**config.mk**
```make
export PLATFORM = sky130hd
export DESIGN_NAME = core_pwr_seq
export DESIGN_NICKNAME = d
export VERILOG_FILES = /design/src/rtl/cps_pkg.sv /design/src/rtl/cps_delay.sv /design/src/rtl/cps_fsm.sv /design/src/rtl/cps_sticky.sv /design/src/rtl/core_pwr_seq.sv
export SDC_FILE = /design/constraint.sdc
export NUM_CORES = 1
export LEC_CHECK = 0
export ABC_AREA = 1
export ABC_CLOCK_PERIOD_IN_PS = 3000
export BUFFER_PORTS_ARGS = -buffer_cell sky130_fd_sc_hd__buf_2
export CORE_AREA = 2 2 60 67
export DETAILED_ROUTE_END_ITERATION = 10
export DIE_AREA = 0 0 62 69
export PLACE_DENSITY = 0.8
export SLEW_MARGIN = 20
export SYNTH_ARGS = -nofsm -noshare
export SYNTH_HDL_FRONTEND = slang
export SYNTH_HIERARCHICAL = 1
export SYNTH_SLANG_ARGS = --single-unit
export TNS_END_PERCENT = 50
```
**constraint.sdc**
```tcl
create_clock -name clk -period 3 [get_ports clk]
set_input_delay 0.45 -clock clk [delete_from_list [all_inputs] [get_ports clk]]
set_output_delay 0.45 -clock clk [all_outputs]
set_load 0.02 [all_outputs]
```
**src/rtl/cps_pkg.sv**
```systemverilog
// Shared types for the core start-up sequencer.
package cps_pkg;
    typedef enum logic [1:0] {
        ST_WAIT  = 2'd0,   // supply not yet stable
        ST_HOLD  = 2'd1,   // start-up delay running
        ST_RUN   = 2'd2,   // core executing
        ST_BROWN = 2'd3    // brown-out reset asserted
    } seq_state_t;
endpackage

```
**src/rtl/cps_delay.sv**
```systemverilog
// Loadable down-counter that times the start-up hold.
// Assumes: load_val is the requested delay minus one; expired is high at zero.
module cps_delay #(
    parameter int CW = 8
) (
    input  logic          clk,
    input  logic          rst_n,
    input  logic          load,
    input  logic [CW-1:0] load_val,
    output logic          expired
);
    logic [CW-1:0] cnt;

    // Load on request, otherwise count down and stop at zero.
    always_ff @(posedge clk) begin
        if (!rst_n)            cnt <= '0;
        else if (load)         cnt <= load_val;
        else if (cnt != '0)    cnt <= cnt - 1'b1;
    end

    assign expired = (cnt == '0);


    zero_hold_chk: assert property (@(posedge clk) disable iff (!rst_n)
        (expired && !load) |=> expired);
endmodule

```
**src/rtl/cps_fsm.sv**
```systemverilog
// Sequencer state machine: supply wait, start-up hold, run, brown-out.
// Assumes: reg_on is the decoded regulator mode; expired comes from cps_delay.
module cps_fsm
    import cps_pkg::*;
(
    input  logic       clk,
    input  logic       rst_n,
    input  logic       vdd_ok,
    input  logic       reg_on,
    input  logic       below_trk,
    input  logic       wake,
    input  logic       expired,
    output seq_state_t state,
    output logic       load,
    output logic       brown_evt
);
    seq_state_t nxt;
    logic       active;

    assign active = (state == ST_HOLD) || (state == ST_RUN);

    // Next-state and counter-load decode.
    always_comb begin
        nxt       = state;
        load      = 1'b0;
        brown_evt = 1'b0;
        if (active && reg_on && below_trk) begin
            nxt       = ST_BROWN;
            brown_evt = 1'b1;
        end else begin
            unique case (state)
                ST_WAIT: if (vdd_ok) begin
                    nxt  = ST_HOLD;
                    load = 1'b1;
                end
                ST_HOLD: if (!vdd_ok)     nxt = ST_WAIT;
                         else if (expired) nxt = ST_RUN;
                ST_RUN: if (!vdd_ok) nxt = ST_WAIT;
                        else if (wake && reg_on) begin
                            nxt  = ST_HOLD;
                            load = 1'b1;
                        end
                ST_BROWN: if (vdd_ok && !below_trk) begin
                    nxt  = ST_HOLD;
                    load = 1'b1;
                end
                default: nxt = ST_WAIT;
            endcase
        end
    end

    // State register.
    always_ff @(posedge clk) begin
        if (!rst_n) state <= ST_WAIT;
        else        state <= nxt;
    end


    run_needs_vdd_chk: assert property (@(posedge clk) disable iff (!rst_n)
        (state == ST_RUN) |-> $past(vdd_ok));

    brown_no_direct_run_chk: assert property (@(posedge clk) disable iff (!rst_n)
        (state == ST_BROWN) |=> (state != ST_RUN));
endmodule

```
**src/rtl/cps_sticky.sv**
```systemverilog
// One sticky status bit with write-one-to-clear; set beats clear.
// Assumes: only the synchronous power-on reset clears it otherwise.
module cps_sticky (
    input  logic clk,
    input  logic rst_n,
    input  logic set_i,
    input  logic clr_i,
    output logic flag_o
);
    // Hold the flag until cleared; a simultaneous set keeps it high.
    always_ff @(posedge clk) begin
        if (!rst_n)      flag_o <= 1'b0;
        else if (set_i)  flag_o <= 1'b1;
        else if (clr_i)  flag_o <= 1'b0;
    end


    set_wins_chk: assert property (@(posedge clk) disable iff (!rst_n)
        set_i |=> flag_o);

    clear_works_chk: assert property (@(posedge clk) disable iff (!rst_n)
        (clr_i && !set_i) |=> !flag_o);
endmodule

```
**src/rtl/core_pwr_seq.sv**
```systemverilog
// Core start-up and supply supervision sequencer (top level).
// Decodes the regulator strap, picks the start-up delay for the mode, runs
// the sequencer state machine and keeps the two sticky status flags.
// Assumes: comparator inputs are already synchronous to clk; delays >= 1.
module core_pwr_seq
    import cps_pkg::*;
#(
    parameter bit REG_EN_POL    = 1'b1,
    parameter int REG_START_CYC = 2000,
    parameter int PWRUP_CYC     = 6400000
) (
    input  logic clk,
    input  logic rst_n,
    input  logic reg_sel,
    input  logic vdd_ok,
    input  logic below_fs,
    input  logic below_trk,
    input  logic wake,
    input  logic clr_lvd,
    input  logic clr_bor,
    output logic run_en,
    output logic rst_req,
    output logic bor_flag,
    output logic lvd_flag
);
    localparam int MAX_CYC = (REG_START_CYC > PWRUP_CYC) ? REG_START_CYC : PWRUP_CYC;
    localparam int CW      = $clog2(MAX_CYC + 1);
    localparam logic [CW-1:0] REG_LOAD = CW'(REG_START_CYC - 1);
    localparam logic [CW-1:0] PWR_LOAD = CW'(PWRUP_CYC - 1);
    localparam int NFLAG   = 2;   // index 0: low-voltage, index 1: brown-out

    logic          reg_on;
    logic          load, expired, brown_evt;
    logic [CW-1:0] load_val;
    seq_state_t    state;
    logic [NFLAG-1:0] set_v, clr_v, flag_v;

    // Strap decode: the build option picks which pin level means "regulator on".
    generate
        if (REG_EN_POL) begin : g_pos_en
            assign reg_on = reg_sel;
        end else begin : g_pos_dis
            assign reg_on = ~reg_sel;
        end
    endgenerate

    assign load_val = reg_on ? REG_LOAD : PWR_LOAD;

    cps_delay #(.CW(CW)) u_delay (
        .clk(clk), .rst_n(rst_n), .load(load),
        .load_val(load_val), .expired(expired)
    );

    cps_fsm u_fsm (
        .clk(clk), .rst_n(rst_n), .vdd_ok(vdd_ok), .reg_on(reg_on),
        .below_trk(below_trk), .wake(wake), .expired(expired),
        .state(state), .load(load), .brown_evt(brown_evt)
    );

    assign set_v = {brown_evt, reg_on & below_fs};
    assign clr_v = {clr_bor, clr_lvd};

    generate
        for (genvar i = 0; i < NFLAG; i++) begin : g_flag
            cps_sticky u_flag (
                .clk(clk), .rst_n(rst_n), .set_i(set_v[i]),
                .clr_i(clr_v[i]), .flag_o(flag_v[i])
            );
        end
    endgenerate

    assign lvd_flag = flag_v[0];
    assign bor_flag = flag_v[1];
    assign run_en   = (state == ST_RUN);
    assign rst_req  = (state == ST_BROWN);


    lvd_needs_reg_chk: assert property (@(posedge clk) disable iff (!rst_n)
        $rose(lvd_flag) |-> $past(reg_on));

    bor_with_req_chk: assert property (@(posedge clk) disable iff (!rst_n)
        $rose(bor_flag) |-> rst_req);

    bor_needs_reg_chk: assert property (@(posedge clk) disable iff (!rst_n)
        $rose(rst_req) |-> $past(reg_on));
endmodule

```
==> impl_results.md, run 1 <==
* Fill cells at 364
* Multi-input combinational cell area at 1211 µm²
* Synthesis-stage register bit count at 27
* Critical Path AT at 2.46 ns
* Slew Limit Fails at 0
* Seq/Total Area, Yosys at 0.2869
* Worst EP required at 3.20 ns
* Most frequent cells in the layout: nand2_1, nor2_1, inv_1, dfxtp_1, a21oi_1
* Die width at 62 µm
* Leakage at 1.050 nW
* Bufs on Longest Clock Path at 2
* Min Tclk post-route at 2.254 ns
* CP Cell Sequence: inv_1 -> ha_1 -> nand3_1 -> nand2_1 -> a21oi_2 -> buf_4 -> inv_1 -> nand2_2 -> nand2_2 -> a21oi_1
* CP startpoint kind: flop
* Final Cell Area at 2082 µm²
* Placed cell area at 2036 µm²
* Die area at 4278 µm²
* Final WL at 4251 µm
* CTS tree: yes
* Global placer's final weighted congestion at 0.8155
* Clk_skew at 0.006185 ns
* Max Cap Violations at 0
* CP peak stage delay at 0.47 ns
* Measured slew at the worst slew-check pin at 0.8022 ns
* Critical Path End Type: flop
* Vias per cell at 4.832
* Share of layout cells above drive strength 1 at 0.1161
* CTS Buf Count at 3
* Std-Cell Core Area at 3597 µm²
* GRT Overall Usage at 0.2086
* Initial antenna violation count at 0
* Average footprint of a synthesized cell at 6.039 µm²
* First-pass GRT wire length at 6934 µm
* Largest net degree at the start of global routing at 26
* Drt first pass iters at 4
* Slowest CP cell: dfxtp_1
* Clk pin slew, worst setup/hold paths at 0.09 ns
* Number of setup violations in the final report at 0
* Die H at 69 µm
* Post-synth EDFFs at 0
* Cell area power density at 1205 nW/µm²
* CTS sink cnt at 27
* Root Buffer: clkbuf_8
* Most common cell after layout, fill and taps aside: nand2_1
* Post-synthesis async set-or-reset flop share at 0
* Register area at 540.5 µm²
* Setup Crit Path Kind: flop to flop
* Synth Flop Type: dfxtp_1
* IO Pins at 13
* Min Hold Slack at 0.4164 ns
* First DRT Iteration DRCs at 120
* Clk Latency, worst-skew pair at 0.27 ns
* Wire per inst at 11.01 µm
* Status: complete, no violations
* Resize count post-CTS at 0
* Max FO, Critical Path at 25
* Initial core utilization at 0.5238
* Pre-CTS WS at 0.7873 ns
* Final HPWL from detailed placement at 3324 µm
* Flop2flop setup slack at 0.75 ns
* CTS H-tree depth at 1
* Syn Inst Count at 312
* Grt total ovfl at 0
* Post-Route Setup TNS at 0 ns
* Final setup margin at 0.7462 ns
* FMAX at 443.7 MHz
* Number of cell rows at 23
* Area growth syn-to-layout at 10.49%
* RSZ-0062 raised after global routing: no
* Setup bufs post-CTS at 0
* Antenna-violating nets left at 0
* Worst path top cell family by delay: buffers and inverters
* Fin nets at 352
* Yosys warning total at 6
* Netlist cell types at 25
* Tcrit/Tclk final at 0.7513
* Vias at 1865
* VDD IR max at 0.5857 mV
* DRC errors left at 0
* Total power at 0.002510 W
* Worst rel slew slack at 0.4632
* Antenna cells at 0
* PortBufs at 12
* Hold buffer count at CTS at 0
* Vias in the first global route at 1658
* Final hold violation count at 0
* Worst Path Buf+Inv at 3
* Hold/Removal Path Class: primary input to flop
* Netlist Area Pre-Place at 1884 µm²
==> area by class of cell <==
type	instances	area share
inverter	41	0.07392
sequential	27	0.2596
multi-input combinational	251	0.5817
clock buffer	3	0.01983
tap	50	0.03005
timing repair buffer	13	0.03245
clock inverter	1	0.002404
==> worst register-to-register path: stages (launching register included) <==
cell,delay (ns)
dfxtp_1,0.47
inv_1,0.11
ha_1,0.32
nand3_1,0.12
nand2_1,0.07
a21oi_2,0.09
buf_4,0.26
inv_1,0.26
nand2_2,0.22
nand2_2,0.11
a21oi_1,0.14
==> sequential cells by signal, indices dropped and copies added, names as in the netlist <==
name                  count
u_fsm/state               2
g_flag.u_flag/flag_o      2
u_delay/cnt              23
==> through the flow <==
step,util,cells
after floorplan,-,326
after global placement,0.5659,382
after detailed placement,0.5659,382
after CTS,0.5788,386
after global routing,0.5788,386
final,0.5788,386
==> worst paths after layout <==
kind | from | to | depth (start not counted)
setup reg to reg | u_fsm/state[0] | u_delay/cnt[8] | 10
setup / recovery | u_fsm/state[0] | u_delay/cnt[8] | 10
hold / removal | clr_bor | g_flag[1].u_flag/flag_o | 4
hold reg to reg | u_delay/cnt[0] | u_delay/cnt[0] | 1
==> metal layers <==
layer | up-vias | share of wire | GRT usage
li1 | 994 | - | -
met1 | 816 | 0.43 | 0.2610
met2 | 51 | 0.51 | 0.3611
met3 | 4 | 0.058 | 0.01689
met4 | 0 | 0.010 | 0.06619
met5 | - | 0 | 0
==> cell families after synthesis <==
kind of cell	Yosys count	share of synthesized area
compound gates	32	0.09429
flops	27	0.2869
fa+ha+maj	6	0.03984
xor+xnor	11	0.05113
buf+inv	48	0.1003
other cells	2	0.003986
simple gates	186	0.4236
==> cells in the mapped netlist, types with 2 or more instances <==
| library cell | instances | area (µm²) |
|---|---|---|
| xor2_1 | 11 | 96.34 |
| nor2_1 | 49 | 183.9 |
| clkbuf_1 | 5 | 18.77 |
| a21oi_1 | 23 | 115.1 |
| dfxtp_1 | 27 | 540.5 |
| conb_1 | 2 | 7.510 |
| or2_2 | 2 | 12.51 |
| nand3_1 | 17 | 85.08 |
| nor2_2 | 5 | 31.28 |
| nand2_2 | 6 | 37.54 |
| o21ai_0 | 5 | 25.02 |
| nand2_1 | 94 | 352.8 |
| nor2_4 | 2 | 22.52 |
| a21oi_2 | 3 | 26.28 |
| nand4_1 | 7 | 43.79 |
| inv_1 | 40 | 150.1 |
| ha_1 | 6 | 75.07 |
==> report_power, final <==
group / internal, W / switching [W]
Clock: 0.0000931 / 0.000114
Sequential: 0.000511 / 0.000148
Combinational: 0.000573 / 0.00107
(Power assumes the default switching activity.)
==> inputs of run 2 (changes only) <==
--- a/config.mk
+++ b/config.mk
@@ -6,7 +6,7 @@
 export NUM_CORES = 1
 export LEC_CHECK = 0
 export ABC_AREA = 1
-export ABC_CLOCK_PERIOD_IN_PS = 3000
+export ABC_CLOCK_PERIOD_IN_PS = 2200
 export BUFFER_PORTS_ARGS = -buffer_cell sky130_fd_sc_hd__buf_2
 export CORE_AREA = 2 2 60 67
 export DETAILED_ROUTE_END_ITERATION = 10
==> constraint.sdc (replaced) <==
create_clock -name clk -period 2.2 [get_ports clk]
set_input_delay 0.33 -clock clk [delete_from_list [all_inputs] [get_ports clk]]
set_output_delay 0.33 -clock clk [all_outputs]
set_load 0.02 [all_outputs]
==> run 2 against run 1 <==
Net effect:
- combinational power grew 41%
- sequential power grew 35%
- non-clock buffer count grew 5
- die area is the same
- hold slack lost 0.12 ns
- cell area grew 1.8%
- register-to-register slack lost 0.44 ns
- first-iteration DRC count shrank 30%
- sequential cell count is the same
- critical path depth is the same
- highest routed layer unchanged
- total power grew 39%
- global-route usage grew 0.86 points
==> impl_results.md, run 2 (synthesized netlist as in run 1, its figures left out) <==
* Worst path top cell family by delay: buffers and inverters
* Worst Hold Depth at 4 (unchanged)
* Hold buffer count at CTS at 0 (unchanged)
* CP Launch Point: u_fsm/state[1]
* Largest net degree at the start of global routing at 17 (-35%)
* Vias at 1867 (+0.11%)
* Final WL at 4168 µm (-2.0%)
* Setup Crit Path Kind: flop to flop
* CTS Buf Count at 3 (unchanged)
* Setup bufs post-CTS at 0 (unchanged)
* RSZ-0062 raised after global routing: no
* CP Cell Sequence: inv_1 -> ha_1 -> nand3_1 -> nand2_1 -> a21oi_2 -> inv_1 -> buf_4 -> o21ai_0 -> a21oi_1 -> nor3_1
* Die width at 62 µm (unchanged)
* Vias per cell at 4.775 (-1.2%)
* Hold Crit Endpoint: g_flag[0].u_flag/flag_o
* Post-placement cell count at 387 (+1.3%)
* CP peak stage delay at 0.42 ns (-0.05 ns)
* Bufs on Longest Clock Path at 2 (unchanged)
* DRC errors left at 0 (unchanged)
* Std-Cell Core Area at 3597 µm² (unchanged)
* Worst r2r src: u_fsm/state[1]
* CTS sink cnt at 27 (unchanged)
* Worst rel slew slack at 0.6317 (+0.1685)
* FMAX at 527.8 MHz (+19%)
* Global placer's final weighted congestion at 0.8605 (+5.5%)
* PortBufs at 12 (unchanged)
* Number of cell rows at 23 (unchanged)
* Clk pin slew, worst setup/hold paths at 0.09 ns (about the same)
* Measured slew at the worst slew-check pin at 0.5519 ns (-0.2503 ns)
* Biggest registers after layout: u_delay/cnt: 23 flops, g_flag.u_flag/flag_o: 2 flops, u_fsm/state: 2 flops
* Leakage at 1.074 nW (+2.3%)
* Cells on worst reg2reg path at 10 (unchanged)
* Wire per inst at 10.66 µm (-3.2%)
* CP startpoint kind: flop
* Most common cell after layout, fill and taps aside: nand2_1
* Worst EP required at 2.40 ns (-0.80 ns)
* Max FO, Critical Path at 10 (-60%)
* Slowest CP cell: dfxtp_1
* Number of setup violations in the final report at 0 (unchanged)
* Share of layout cells above drive strength 1 at 0.1290 (+0.01296)
* Min Tclk post-route at 1.895 ns (-0.3592 ns)
* Top reg by flops: u_delay/cnt
* Critical Path End Type: flop
* Slew Limit Fails at 0 (unchanged)
* Post-Route Setup TNS at 0 ns (unchanged)
* Final HPWL from detailed placement at 3232 µm (-2.8%)
* Antenna cells at 0 (unchanged)
* Vias in the first global route at 1725 (+4.0%)
* IO Pins at 13 (unchanged)
* Status: complete, no violations
* CTS H-tree depth at 1 (unchanged)
* Tcrit/Tclk final at 0.8612 (+0.1099)
* First-pass GRT wire length at 7376 µm (+6.4%)
* Root Buffer: clkbuf_8
* Clk_skew at 0.003089 ns (-0.003095 ns)
* First DRT Iteration DRCs at 84 (-30%)
* GRT Overall Usage at 0.2172 (+0.008594)
* Non-filler instance count after layout at 391 (+1.3%)
* Cell area power density at 1644 nW/µm² (+36%)
* Initial antenna violation count at 0 (unchanged)
* Worst R2R End: u_delay/cnt[4]
* Critical hold path startpoint: clr_lvd
* Fill cells at 365 (+0.27%)
* VDD IR max at 0.7118 mV (+22%)
* Worst Path Buf+Inv at 3 (unchanged)
* Die H at 69 µm (unchanged)
* Fin util at 0.5892 (+0.01043)
* Number of flip-flops in the largest register at 23 (unchanged)
* Flop2flop setup slack at 0.31 ns (-0.44 ns)
* CTS tree: yes
* Die area at 4278 µm² (unchanged)
* Most frequent cells in the layout: nand2_1, nor2_1, inv_1, dfxtp_1, a21oi_1
* Grt total ovfl at 0 (unchanged)
* Area growth syn-to-layout at 12.48%
* Critical Path AT at 2.10 ns (-0.36 ns)
* Max Cap Violations at 0 (unchanged)
* Initial core utilization at 0.5238 (unchanged)
* Drt first pass iters at 4 (unchanged)
* Hold/Removal Path Class: primary input to flop
* Resize count post-CTS at 0 (unchanged)
* Final hold violation count at 0 (unchanged)
* CP most frequent cell: inv_1
* Fin nets at 357 (+1.4%)
* Antenna-violating nets left at 0 (unchanged)
* Clk Latency, worst-skew pair at 0.27 ns (about the same)
run 2: changes by cell type in the layout (fill, tap and decap cells not counted):
cell,change
buf_4,+5
run 2: worst register-to-register path: stages (launching register included):
cell     delay [ns]
dfxtp_1        0.42
inv_1          0.11
ha_1           0.30
nand3_1        0.11
nand2_1        0.07
a21oi_2        0.18
inv_1          0.14
buf_4          0.19
o21ai_0        0.08
a21oi_1        0.06
nor3_1         0.17
run 2: worst max path at each step:
stage	cells after the start	endpoint	slack, ns
final	10	u_delay/cnt[4]	0.31
after global routing	10	u_delay/cnt[4]	0.1
after CTS	10	u_delay/cnt[4]	0.29
after detailed placement	10	u_delay/cnt[4]	0.32
after global placement	10	u_delay/cnt[4]	0.39
after floorplan	10	u_delay/cnt[5]	0.28
run 2: final cells by class:
| type | instances | area [µm²] | share of cell area |
|---|---|---|---|
| multi-input combinational | 251 | 1211 | 0.5714 |
| timing repair buffer | 18 | 105.1 | 0.04959 |
| clock buffer | 3 | 41.29 | 0.01948 |
| clock inverter | 1 | 5.005 | 0.002361 |
| inverter | 41 | 153.9 | 0.07261 |
| sequential | 27 | 540.5 | 0.2550 |
| tap | 50 | 62.56 | 0.02952 |
run 2: routing by layer:
layer / vias to the layer above / routed length [µm] / GRT usage / share of wire
met1: 846 / 1895 / 0.2864 / 0.45
li1: 1001 / - / - / -
met5: - / 0 / 0 / 0
met3: 2 / 94 / 0.02251 / 0.023
met2: 18 / 2164 / 0.3657 / 0.52
met4: 0 / 14 / 0.05437 / 0.0034
run 2: report_power, final:
group	leakage, nW	total [W]	switching (W)	internal [W]
clock	0.0255	0.000284	0.000157	0.000127
combinational	0.826	0.00231	0.00147	0.000845
sequential	0.222	0.000888	0.000191	0.000696
total	1.07	0.00348	0.00182	0.00167
run 2: per-stage QoR:
step | hold WS [ns] | setup WS, ns | total power, W | area (µm²)
detailed placement | 0.4304 | 0.3242 | 0.003184 | 2073
global placement | 0.4251 | 0.3931 | 0.003151 | 2073
floorplan | 0.4129 | 0.2766 | 0.002709 | 1937
finish | 0.2959 | 0.3054 | 0.003484 | 2120
CTS | 0.2871 | 0.2919 | 0.003494 | 2120
global route | 0.3216 | 0.09769 | 0.003894 | 2120
